--- src/rtl/sfe_pkg.sv ---
package sfe_pkg;

  typedef enum logic [3:0] {
    CMD_NONE   = 4'd0,
    CMD_WREN   = 4'd1,
    CMD_WRDI   = 4'd2,
    CMD_RDSR   = 4'd3,
    CMD_WRSR   = 4'd4,
    CMD_READ   = 4'd5,
    CMD_PROG   = 4'd6,
    CMD_SERASE = 4'd7,
    CMD_BERASE = 4'd8,
    CMD_CERASE = 4'd9,
    CMD_BAD    = 4'd15
  } cmd_e;

  typedef enum logic [2:0] {
    ST_OPC, ST_ADDR, ST_WDATA, ST_RDATA, ST_DONE, ST_LOCK
  } st_e;

  function automatic cmd_e op_decode(input logic [7:0] op);
    case (op)
      8'h06:   op_decode = CMD_WREN;
      8'h04:   op_decode = CMD_WRDI;
      8'h05:   op_decode = CMD_RDSR;
      8'h01:   op_decode = CMD_WRSR;
      8'h03:   op_decode = CMD_READ;
      8'h02:   op_decode = CMD_PROG;
      8'h20:   op_decode = CMD_SERASE;
      8'hD8:   op_decode = CMD_BERASE;
      8'hC7:   op_decode = CMD_CERASE;
      default: op_decode = CMD_BAD;
    endcase
  endfunction

  function automatic st_e after_opcode(input cmd_e c);
    case (c)
      CMD_READ, CMD_PROG, CMD_SERASE, CMD_BERASE: after_opcode = ST_ADDR;
      CMD_WRSR: after_opcode = ST_WDATA;
      CMD_RDSR: after_opcode = ST_RDATA;
      default:  after_opcode = ST_DONE;
    endcase
  endfunction

endpackage

--- src/rtl/sfe_pins.sv ---
module sfe_pins (
  input  logic clk,
  input  logic rst_n,
  input  logic sck,
  input  logic cs_n,
  input  logic hold_n,
  output logic sel,
  output logic sck_rise,
  output logic sck_fall,
  output logic held
);
  logic sck_q;

  always_ff @(posedge clk or negedge rst_n) begin
    if (!rst_n) begin
      sck_q <= 1'b0;
      held  <= 1'b0;
    end else begin
      sck_q <= sck;
      if (cs_n)      held <= 1'b0;
      else if (!sck) held <= !hold_n;
    end
  end

  assign sel      = !cs_n;
  assign sck_rise = sel && !held && sck && !sck_q;
  assign sck_fall = sel && !held && !sck && sck_q;
endmodule

--- src/rtl/sfe_shift.sv ---
module sfe_shift (
  input  logic       clk,
  input  logic       rst_n,
  input  logic       sel,
  input  logic       sck_rise,
  input  logic       sck_fall,
  input  logic       si,
  input  logic       out_phase,
  input  logic [7:0] tx_byte,
  output logic [2:0] bit_cnt,
  output logic       byte_done,
  output logic [7:0] rx_byte,
  output logic       so_bit,
  output logic       out_en
);
  logic [7:0] tx_sr;

  always_ff @(posedge clk or negedge rst_n) begin
    if (!rst_n) begin
      bit_cnt   <= '0;
      byte_done <= 1'b0;
      rx_byte   <= '0;
      tx_sr     <= '0;
      so_bit    <= 1'b0;
      out_en    <= 1'b0;
    end else begin
      byte_done <= 1'b0;
      if (!sel) begin
        bit_cnt <= '0;
        out_en  <= 1'b0;
      end else begin
        if (sck_rise) begin
          rx_byte   <= {rx_byte[6:0], si};
          bit_cnt   <= bit_cnt + 3'd1;
          byte_done <= (bit_cnt == 3'd7);
        end
        if (sck_fall) begin
          if (bit_cnt == 3'd0 && out_phase) begin
            so_bit <= tx_byte[7];
            tx_sr  <= {tx_byte[6:0], 1'b0};
            out_en <= 1'b1;
          end else begin
            so_bit <= tx_sr[7];
            tx_sr  <= {tx_sr[6:0], 1'b0};
          end
        end
      end
    end
  end
endmodule

--- src/rtl/sfe_ctrl.sv ---
module sfe_ctrl
  import sfe_pkg::*;
#(
  parameter int ADDR_BYTES = 3,
  parameter int MEM_AW     = 17
) (
  input  logic                    clk,
  input  logic                    rst_n,
  input  logic                    sel,
  input  logic                    byte_done,
  input  logic [7:0]              rx_byte,
  input  logic                    busy,
  output logic                    out_phase,
  output logic                    locked,
  output cmd_e                    cur,
  output logic                    cmd_strobe,
  output logic                    addr_valid,
  output logic [8*ADDR_BYTES-1:0] addr_q,
  output logic                    wr_valid,
  output logic [7:0]              wr_data,
  output logic                    rd_req
);
  localparam int AW = 8 * ADDR_BYTES;
  localparam int CW = $clog2(ADDR_BYTES) + 1;

  st_e          state;
  cmd_e         dec;
  logic [CW-1:0] cnt;
  logic         first;
  logic [AW-1:0] abuf;
  logic [AW-1:0] abuf_nx;

  function automatic logic [AW-1:0] mask_addr(input logic [AW-1:0] a);
    mask_addr = '0;
    mask_addr[MEM_AW-1:0] = a[MEM_AW-1:0];
  endfunction

  function automatic logic [AW-1:0] inc_addr(input logic [AW-1:0] a);
    inc_addr = '0;
    inc_addr[MEM_AW-1:0] = a[MEM_AW-1:0] + 1'b1;
  endfunction

  assign dec       = op_decode(rx_byte);
  assign abuf_nx   = {abuf[AW-9:0], rx_byte};
  assign out_phase = (state == ST_RDATA);
  assign locked    = (state == ST_LOCK);

  always_ff @(posedge clk or negedge rst_n) begin
    if (!rst_n) begin
      state <= ST_OPC;  cur <= CMD_NONE;  cnt <= '0;  first <= 1'b1;
      abuf <= '0;  addr_q <= '0;  wr_data <= '0;
      cmd_strobe <= 1'b0;  addr_valid <= 1'b0;  wr_valid <= 1'b0;  rd_req <= 1'b0;
    end else begin
      cmd_strobe <= 1'b0;  addr_valid <= 1'b0;  wr_valid <= 1'b0;  rd_req <= 1'b0;
      if (!sel) begin
        state <= ST_OPC;  cnt <= '0;  first <= 1'b1;
      end else if (byte_done) begin
        case (state)
          ST_OPC: begin
            if (dec == CMD_BAD || (busy && dec != CMD_RDSR)) begin
              state <= ST_LOCK;
            end else begin
              cur        <= dec;
              cmd_strobe <= 1'b1;
              state      <= after_opcode(dec);
            end
          end
          ST_ADDR: begin
            abuf <= abuf_nx;
            cnt  <= cnt + 1'b1;
            if (cnt == CW'(ADDR_BYTES - 1)) begin
              cnt        <= '0;
              addr_q     <= mask_addr(abuf_nx);
              addr_valid <= 1'b1;
              case (cur)
                CMD_READ: begin state <= ST_RDATA; rd_req <= 1'b1; end
                CMD_PROG: state <= ST_WDATA;
                default:  state <= ST_DONE;
              endcase
            end
          end
          ST_WDATA: begin
            wr_data  <= rx_byte;
            wr_valid <= 1'b1;
            if (cur == CMD_WRSR) begin
              state <= ST_DONE;
            end else begin
              first <= 1'b0;
              if (!first) addr_q <= inc_addr(addr_q);
            end
          end
          ST_RDATA: begin
            if (cur == CMD_READ) begin
              addr_q <= inc_addr(addr_q);
              rd_req <= 1'b1;
            end
          end
          default: ;
        endcase
      end
    end
  end
endmodule

--- src/rtl/spi_flash_front.sv ---
module spi_flash_front
  import sfe_pkg::*;
#(
  parameter int ADDR_BYTES = 3,
  parameter int MEM_AW     = 17
) (
  input  logic                    clk,
  input  logic                    rst_n,
  input  logic                    sck,
  input  logic                    cs_n,
  input  logic                    si,
  input  logic                    hold_n,
  input  logic                    busy,
  input  logic [7:0]              status_in,
  input  logic [7:0]              tx_byte,
  output logic                    so,
  output logic                    so_oe,
  output logic                    cmd_strobe,
  output logic [3:0]              cmd_id,
  output logic                    addr_valid,
  output logic [8*ADDR_BYTES-1:0] addr,
  output logic                    wr_valid,
  output logic [7:0]              wr_data,
  output logic                    rd_req
);
  logic       sel, sck_rise, sck_fall, held;
  logic [2:0] bit_cnt;
  logic       byte_done, so_bit, out_en, out_phase, locked;
  logic [7:0] rx_byte, tx_pick;
  cmd_e       cur;

  sfe_pins u_pins (
    .clk(clk), .rst_n(rst_n), .sck(sck), .cs_n(cs_n), .hold_n(hold_n),
    .sel(sel), .sck_rise(sck_rise), .sck_fall(sck_fall), .held(held)
  );

  assign tx_pick = (cur == CMD_RDSR) ? status_in : tx_byte;

  sfe_shift u_shift (
    .clk(clk), .rst_n(rst_n), .sel(sel), .sck_rise(sck_rise),
    .sck_fall(sck_fall), .si(si), .out_phase(out_phase), .tx_byte(tx_pick),
    .bit_cnt(bit_cnt), .byte_done(byte_done), .rx_byte(rx_byte),
    .so_bit(so_bit), .out_en(out_en)
  );

  sfe_ctrl #(.ADDR_BYTES(ADDR_BYTES), .MEM_AW(MEM_AW)) u_ctrl (
    .clk(clk), .rst_n(rst_n), .sel(sel), .byte_done(byte_done),
    .rx_byte(rx_byte), .busy(busy), .out_phase(out_phase), .locked(locked),
    .cur(cur), .cmd_strobe(cmd_strobe), .addr_valid(addr_valid),
    .addr_q(addr), .wr_valid(wr_valid), .wr_data(wr_data), .rd_req(rd_req)
  );

  assign cmd_id = cur;
  assign so_oe  = sel && out_en && !held;
  assign so     = so_oe ? so_bit : 1'b0;
endmodule

--- config.mk ---
export PLATFORM = sky130hd
export DESIGN_NAME = spi_flash_front
export DESIGN_NICKNAME = d
export VERILOG_FILES = /design/src/rtl/sfe_pkg.sv /design/src/rtl/sfe_pins.sv /design/src/rtl/sfe_shift.sv /design/src/rtl/sfe_ctrl.sv /design/src/rtl/spi_flash_front.sv
export SDC_FILE = /design/constraint.sdc
export NUM_CORES = 1
export LEC_CHECK = 0
export ABC_AREA = 1
export BUFFER_PORTS_ARGS = -buffer_cell sky130_fd_sc_hd__buf_4
export CAP_MARGIN = 20
export CELL_PAD_IN_SITES_DETAIL_PLACEMENT = 0
export CELL_PAD_IN_SITES_GLOBAL_PLACEMENT = 2
export CORE_ASPECT_RATIO = 0.8
export CORE_MARGIN = 8
export CORE_UTILIZATION = 36
export CTS_BUF_LIST = sky130_fd_sc_hd__clkbuf_4
export DETAILED_ROUTE_END_ITERATION = 16
export PLACE_DENSITY = 0.95
export SYNTH_ARGS = -nofsm -noshare
export SYNTH_HDL_FRONTEND = slang
export SYNTH_SLANG_ARGS = --single-unit
--- constraint.sdc ---
create_clock -name clk -period 3.96 [get_ports clk]
set_input_delay 0.396 -clock clk [delete_from_list [all_inputs] [get_ports clk]]
set_output_delay 0.396 -clock clk [all_outputs]
set_load 0.01 [all_outputs]
# Word-level counts from Yosys, hierarchy flattened
# Cells that the tools add are included.
[classes]
eq_ne = 34
reduce_logical = 36
add_sub_neg = 3
muxes = 51
n_bitwise = 2
[ops]
columns = ["operator", "count"]
rows = [
  ["24-bit 2-to-1 mux", 4],
  ["24-bit case mux with 3 select lines", 1],
  ["4-bit case mux with 9 select lines", 1],
  ["3-bit 2-to-1 mux", 11],
  ["4-bit by 3-bit == test with 1-bit output (second input constant)", 7],
  ["1-bit 2-to-1 mux", 28],
  ["8-bit by 3-bit == test with 1-bit output (second input constant)", 3],
  ["3-bit case mux with 3 select lines", 2],
  ["17-bit by 1-bit adder with 17-bit output (second input constant)", 1],
  ["8-bit by 2-bit == test with 1-bit output (second input constant)", 2],
  ["8-bit == test (second input constant)", 2],
  ["8-bit 2-to-1 mux", 2],
  ["2-bit nonzero test", 6],
  ["3-bit by 2-bit == test with 1-bit output (second input constant)", 3],
  ["1-bit logical AND", 9],
  ["3-bit AND reduction", 3],
  ["4-bit by 2-bit == test with 1-bit output (second input constant)", 2],
  ["4-bit == test (second input constant)", 2],
  ["8-bit by 1-bit == test with 1-bit output (second input constant)", 1],
  ["8-bit by 6-bit == test with 1-bit output (second input constant)", 1],
  ["2-bit AND reduction", 4],
  ["4-bit AND reduction", 2],
  ["7-bit AND reduction", 1],
  ["3-bit by 1-bit adder with 3-bit output (second input constant)", 2],
  ["15 further kinds", 26],
]
[word_totals]
output_inout_bits = 42
elab_cells = 145
reg_bits = 80
in_bits = 23

# Longest topological paths before layout
[logic_depth]
ltp_word = 9
ltp_mapped = 11

# Cells and area by module
# A second synthesis with hierarchy kept.
[hier_totals]
cells_unflattened = 568
hier_area_um2 = 4184.0
[modules_own_cells]
columns = ["module", "area_each_um2", "cells_per_inst", "seq_area_each_um2", "instances"]
rows = [
  ["sfe_ctrl", 2952.8, 400, 1227.4, 1],
  ["sfe_shift", 973.4, 122, 525.5, 1],
  ["spi_flash_front", 156.4, 31, 0.0, 1],
  ["sfe_pins", 101.3, 15, 50.0, 1],
]

# Least setup slack after synthesis
# Ideal clock, no wire load.
[synth_timing]
path_kind = "register to register"
from = "register u_ctrl.addr_q[0]"
to = "register u_ctrl.addr_q[12]"
stages_incl_launch_ff = 10
t_arrival_ps = 1452
slack_ps = 2386
setup_time_ps = 122
cell_sequence = "dfrtp_1 ha_1 nand2_1 nor2_1 nand2_1 nor2_2 nand3_1 or2_0 nand3_1 a21oi_1"
[synth_via]
elab_chain_cells = 4
[synth_rtl]
columns = ["item", "line_no", "rtl"]
rows = [
  ["start, declared", "sfe_ctrl.sv:18", "output logic [8*ADDR_BYTES-1:0] addr_q,"],
  ["start signal, assigned", "sfe_ctrl.sv:73", "addr_q <= mask_addr(abuf_nx);"],
  ["start signal, assigned", "sfe_ctrl.sv:89", "if (!first) addr_q <= inc_addr(addr_q);"],
  ["start signal, assigned", "sfe_ctrl.sv:94", "addr_q <= inc_addr(addr_q);"],
  ["17-bit by 1-bit adder with 17-bit output (*)", "sfe_ctrl.sv:40", "inc_addr[MEM_AW-1:0] = a[MEM_AW-1:0] + 1'b1;"],
  ["24-bit 2-to-1 mux", "sfe_ctrl.sv:89", ""],
  ["24-bit 2-to-1 mux", "sfe_ctrl.sv:85", "if (cur == CMD_WRSR) begin"],
  ["24-bit case mux with 3 select lines (*)", "sfe_ctrl.sv:58", "case (state)"],
]
# Every way passes the cells marked *; elsewhere a longest branch is shown, timed or not. The select of a mux whose other input is x is not followed.
# A chain may end at the register's enable or synchronous reset.

# Worst setup path after layout
[layout_timing]
from = "register u_ctrl.state[1]"
to = "register u_ctrl.addr_q[4]"
[layout_via]
elab_chain_cells = 3
[layout_rtl]
columns = ["item", "line_no", "rtl"]
rows = [
  ["start, declared", "sfe_ctrl.sv:26", "st_e state;"],
  ["start signal, assigned", "sfe_ctrl.sv:65", "state <= after_opcode(dec);"],
  ["3-bit by 2-bit == test with 1-bit output / 3-bit by 1-bit == test with 1-bit output (equally long branches)", "sfe_ctrl.sv:58", ""],
  ["2-bit inequality test (no line), or another cell as far along", "-", ""],
  ["7-bit AND reduction (no line)", "-", ""],
]
# Several ways; a longest one is shown, not always the timed one.

==> summary.md <==
| Metric | Value |
|---|---|
| Site Rows | `34` |
| Max VDD drop | `243.8 uV` |
| Vias in the first global route | `3354` |
| Fin. Hold Viols | `0` |
| Clock slew at reported path FFs | `0.12 ns` |
| Fraction of power consumed by combinational cells | `between 10% and 20%` |
| CP top delay family | `simple AND/OR/NAND/NOR gates` |
| Worst endpoint required time | `4.31 ns` |
| I/O Buffers | `57` |
| Die width | `approximately 130 um` |
| Post-CTS sizing | `0` |
| CTS H-Tree Depth | `3` |
| Hold Path Sink | `u_pins.sck_q$_DFF_PN0_` |
| Min cycle time layout | `2.505 ns` |
| Worst EP arrival | `between 2 and 3 ns` |
| F_max | `~400 MHz` |
| Synth cell types | `41` |
| Die area | `0.01443 mm^2` |
| Clock Tree Root | `clkbuf_4` |
| Initial DRC count | `between 200 and 250` |
| NetSw | `0.4767 mW` |
| Post-CTS Hold Fix Bufs | `0` |
| Antenna diodes | `0` |
| Int Power | `roughly 1 mW` |
| Antenna violations before repair | `0` |
| Worst slew margin | `between 30% and 40%` |
| Largest net degree at the start of global routing | `73` |
| Leakage | `2.187 nW` |
| Max-cap check violation count | `0` |
| FF+latch area | `approximately 0.0018 mm^2` |
| Pwr/cell area | `~320 mW/mm^2` |
| Crit-path most repeated cell | `inv_2` |
| Postcts setup bufs | `0` |
| GR Overflow Total | `0` |
| CP Launch Type | `flop` |
| Fillers | `around 1100` |
| Total number of vias | `roughly 3500` |
| GR Util All Layers | `between 10% and 20%` |
| Clock buffer depth | `2` |
| Worst hold path depth | `1` |
| Switching part of the total | `between 30 and 40%` |
| CP startpoint | `u_ctrl.state[1]$_DFFE_PN0P_` |
| Routed Wire Length | `10130 um` |
| Chip Height | `109.1 um` |
| RSZ-0062 raised after global routing | `false` |
| Final setup violation count | `0` |
| TNS Setup | `0 ns` |
| Synth-to-layout area growth | `16.15%` |
| Post-synthesis sequential area ratio | `between 40% and 50%` |
| Hold_sp | `sck` |
| Crit-path cells | `inv_2 > nor2_4 > inv_1 > nand2_1 > nand3_2 > inv_2 > o21ai_0 > a21oi_1` |
| R2R cell count | `8` |
| R2R Path End | `u_ctrl.addr_q[4]$_DFFE_PN0P_` |
| Vias/cell | `between 4 and 5` |
| CP Capture Type | `flop` |
| Detailed Place HPWL | `approximately 7400 um` |
| First-pass GRT wire length | `17060 um` |
| IO Pins | `65` |
| Multi-input logic area | `between 0.0015 and 0.002 mm^2` |
| Skew-Pair Late Insertion Delay | `approximately 0.42 ns` |
| Starting Density | `around 36%` |
| Commonest non-fill, non-tap cell in the layout | `nand2_1` |
| Num CTS Buffers | `9` |
| Slew Limit Fails | `0` |
| Worst R2R Setup Slack | `~1.5 ns` |
| Clock skew | `0.02048 ns` |
| Most frequent cells in the layout | `nand2_1 (124), dfrtp_1 (71), nor2_1 (63)` |
| Clock power frac | `26.4%` |
| CP Class | `flop to flop` |
| Core area | `roughly 0.011 mm^2` |
| DRC | `0` |
| CTS tree | `done` |
| Syn_area_per_cell | `7.595 um^2` |
| Share of layout cells above drive strength 1 | `between 10% and 20%` |
| Number of synthesized register bits | `roughly 70` |
| # nets final | `slightly below 600` |
| Final worst path period share | `between 60 and 70%` |
| Mapped Area | `~0.004 mm^2` |
| Cells after synthesis | `approximately 510` |
| Routability cong. | `0.7775` |
| Syn. warnings | `0` |
| Measured slew at the worst slew-check pin | `0.9426 ns` |
| Flop pwr share | `between 50 and 60%` |
| Hold WS | `just over 0.09 ns` |
| Hold Path Class | `primary input to flop` |
| Critical Path Slowest Stage Cell | `dfrtp_1` |
| Antenna-violating nets left | `0` |
| Status | `finished clean` |
| R2r startpoint | `u_ctrl.state[1]$_DFFE_PN0P_` |
| Max Fanout on Critical Path | `22` |
| Max incr delay on CP | `about 0.44 ns` |
| Crit path buffers/inverters | `3` |
| DR WL/cell | `around 14 um` |
| Clock Sinks | `between 70 and 80` |
| TritonRoute pass-1 iters | `5` |
-- per-stage QoR --
step / total power [mW] / utilization, % / setup slack, ns / instances / area, um^2
after floorplan: 0.9961 / - / 2.386 / 519 / 3919
after global routing: 1.567 / 42.22 / 1.211 / 717 / 4526
final: 1.470 / 42.22 / 1.455 / 717 / 4526
after global placement: 1.092 / 41.12 / 1.566 / 700 / 4408
after CTS: 1.496 / 42.11 / 1.458 / 716 / 4514
after detailed placement: 1.096 / 41.12 / 1.516 / 700 / 4408
-- synthesized netlist by cell type --
cell / count / area, um^2
a2111oi_0: 1 / 8.760
a21oi_1: 23 / 115.1
a21oi_2: 1 / 8.760
a22oi_1: 5 / 37.54
a31oi_1: 10 / 62.56
and2_1: 1 / 6.260
and3_1: 1 / 6.260
buf_2: 9 / 45.04
buf_4: 8 / 60.06
buf_6: 1 / 11.26
clkbuf_1: 2 / 7.510
conb_1: 1 / 3.750
dfrtp_1: 71 / 1777
dfstp_2: 1 / 26.28
ha_1: 4 / 50.05
inv_1: 52 / 195.2
inv_2: 8 / 30.03
inv_4: 1 / 6.260
mux2_2: 1 / 11.26
nand2_1: 124 / 465.5
nand2_2: 2 / 12.51
nand3_1: 14 / 70.07
nand3_2: 3 / 30.03
nand3b_1: 1 / 7.510
nand4_1: 7 / 43.79
nor2_1: 63 / 236.5
nor2_2: 5 / 31.28
nor2_4: 1 / 11.26
nor3_1: 11 / 55.05
nor3b_1: 2 / 15.01
nor4_1: 1 / 6.260
o211ai_1: 1 / 7.510
o21ai_0: 60 / 300.3
o21ai_1: 3 / 15.01
o21bai_1: 1 / 7.510
o22a_1: 1 / 8.760
o22ai_1: 4 / 25.02
o31ai_1: 1 / 7.510
o31ai_4: 1 / 21.27
or2_0: 1 / 6.260
xor2_1: 5 / 43.79
-- cell type report --
cell class,count,area share [%]
flip-flops and latches,72,39.84
inverters,61,5.115
clock buffers,9,1.493
clock inverters,7,0.8571
well taps,144,3.981
multi-input cells,366,39.01
repair buffers,58,9.704
-- sequential cells by signal, indices dropped and copies added, names as in the netlist --
| register | flops |
|---|---|
| u_ctrl.cmd_strobe | 1 |
| u_shift.tx_sr | 7 |
| u_ctrl.abuf | 9 |
| u_pins.held | 1 |
| u_ctrl.addr_q | 17 |
| u_shift.bit_cnt | 3 |
| u_ctrl.wr_data | 8 |
| u_ctrl.rd_req | 1 |
| u_shift.out_en | 1 |
| u_ctrl.addr_valid | 1 |
| u_ctrl.cnt | 3 |
| u_shift.rx_byte | 8 |
| u_ctrl.wr_valid | 1 |
| u_ctrl.first | 1 |
| u_ctrl.state | 3 |
| u_pins.sck_q | 1 |
| u_shift.byte_done | 1 |
| u_shift.so_bit | 1 |
| u_ctrl.cur | 4 |
-- cell families after synthesis --
family	after synthesis	share of synthesized area, %
DFF	72	46.27
muxes	1	0.2890
and+or+nand+nor	237	25.76
AOI/OAI and AO/OA	112	16.06
other	1	0.09625
adders and majority gates	4	1.285
xor gates and xnor gates	5	1.124
buffers and inverters	81	9.120
-- metal layers --
layer / share of wire, % / track usage [%] / up-vias
li1: - / - / 1770
met1: 51 / 21.07 / 1621
met2: 45 / 21.45 / 66
met3: 3.0 / 3.545 / 5
met4: 0.79 / 4.204 / 0
met5: 0 / 0 / -
-- power groups by stage --
stage | sequential (mW) | combinational, mW | clock, mW
finish | 0.835 | 0.247 | 0.388
global route | 0.842 | 0.283 | 0.441
CTS | 0.834 | 0.249 | 0.413
detailed placement | 0.848 | 0.248 | 0
global placement | 0.847 | 0.245 | 0
floorplan | 0.838 | 0.158 | 0
-- how the worst max path moves through the flow --
stage | to | slack, ns | cells past startpoint
CTS | u_ctrl.addr_q[4]$_DFFE_PN0P_ | 1.46 | 7
finish | u_ctrl.addr_q[4]$_DFFE_PN0P_ | 1.45 | 8
floorplan | u_ctrl.addr_q[12]$_DFFE_PN0P_ | 2.39 | 9
detailed placement | u_ctrl.addr_q[4]$_DFFE_PN0P_ | 1.52 | 8
global route | u_ctrl.addr_q[4]$_DFFE_PN0P_ | 1.21 | 8
global placement | u_ctrl.addr_q[4]$_DFFE_PN0P_ | 1.57 | 8
No activity file was read; power rests on OpenSTA's default activity.
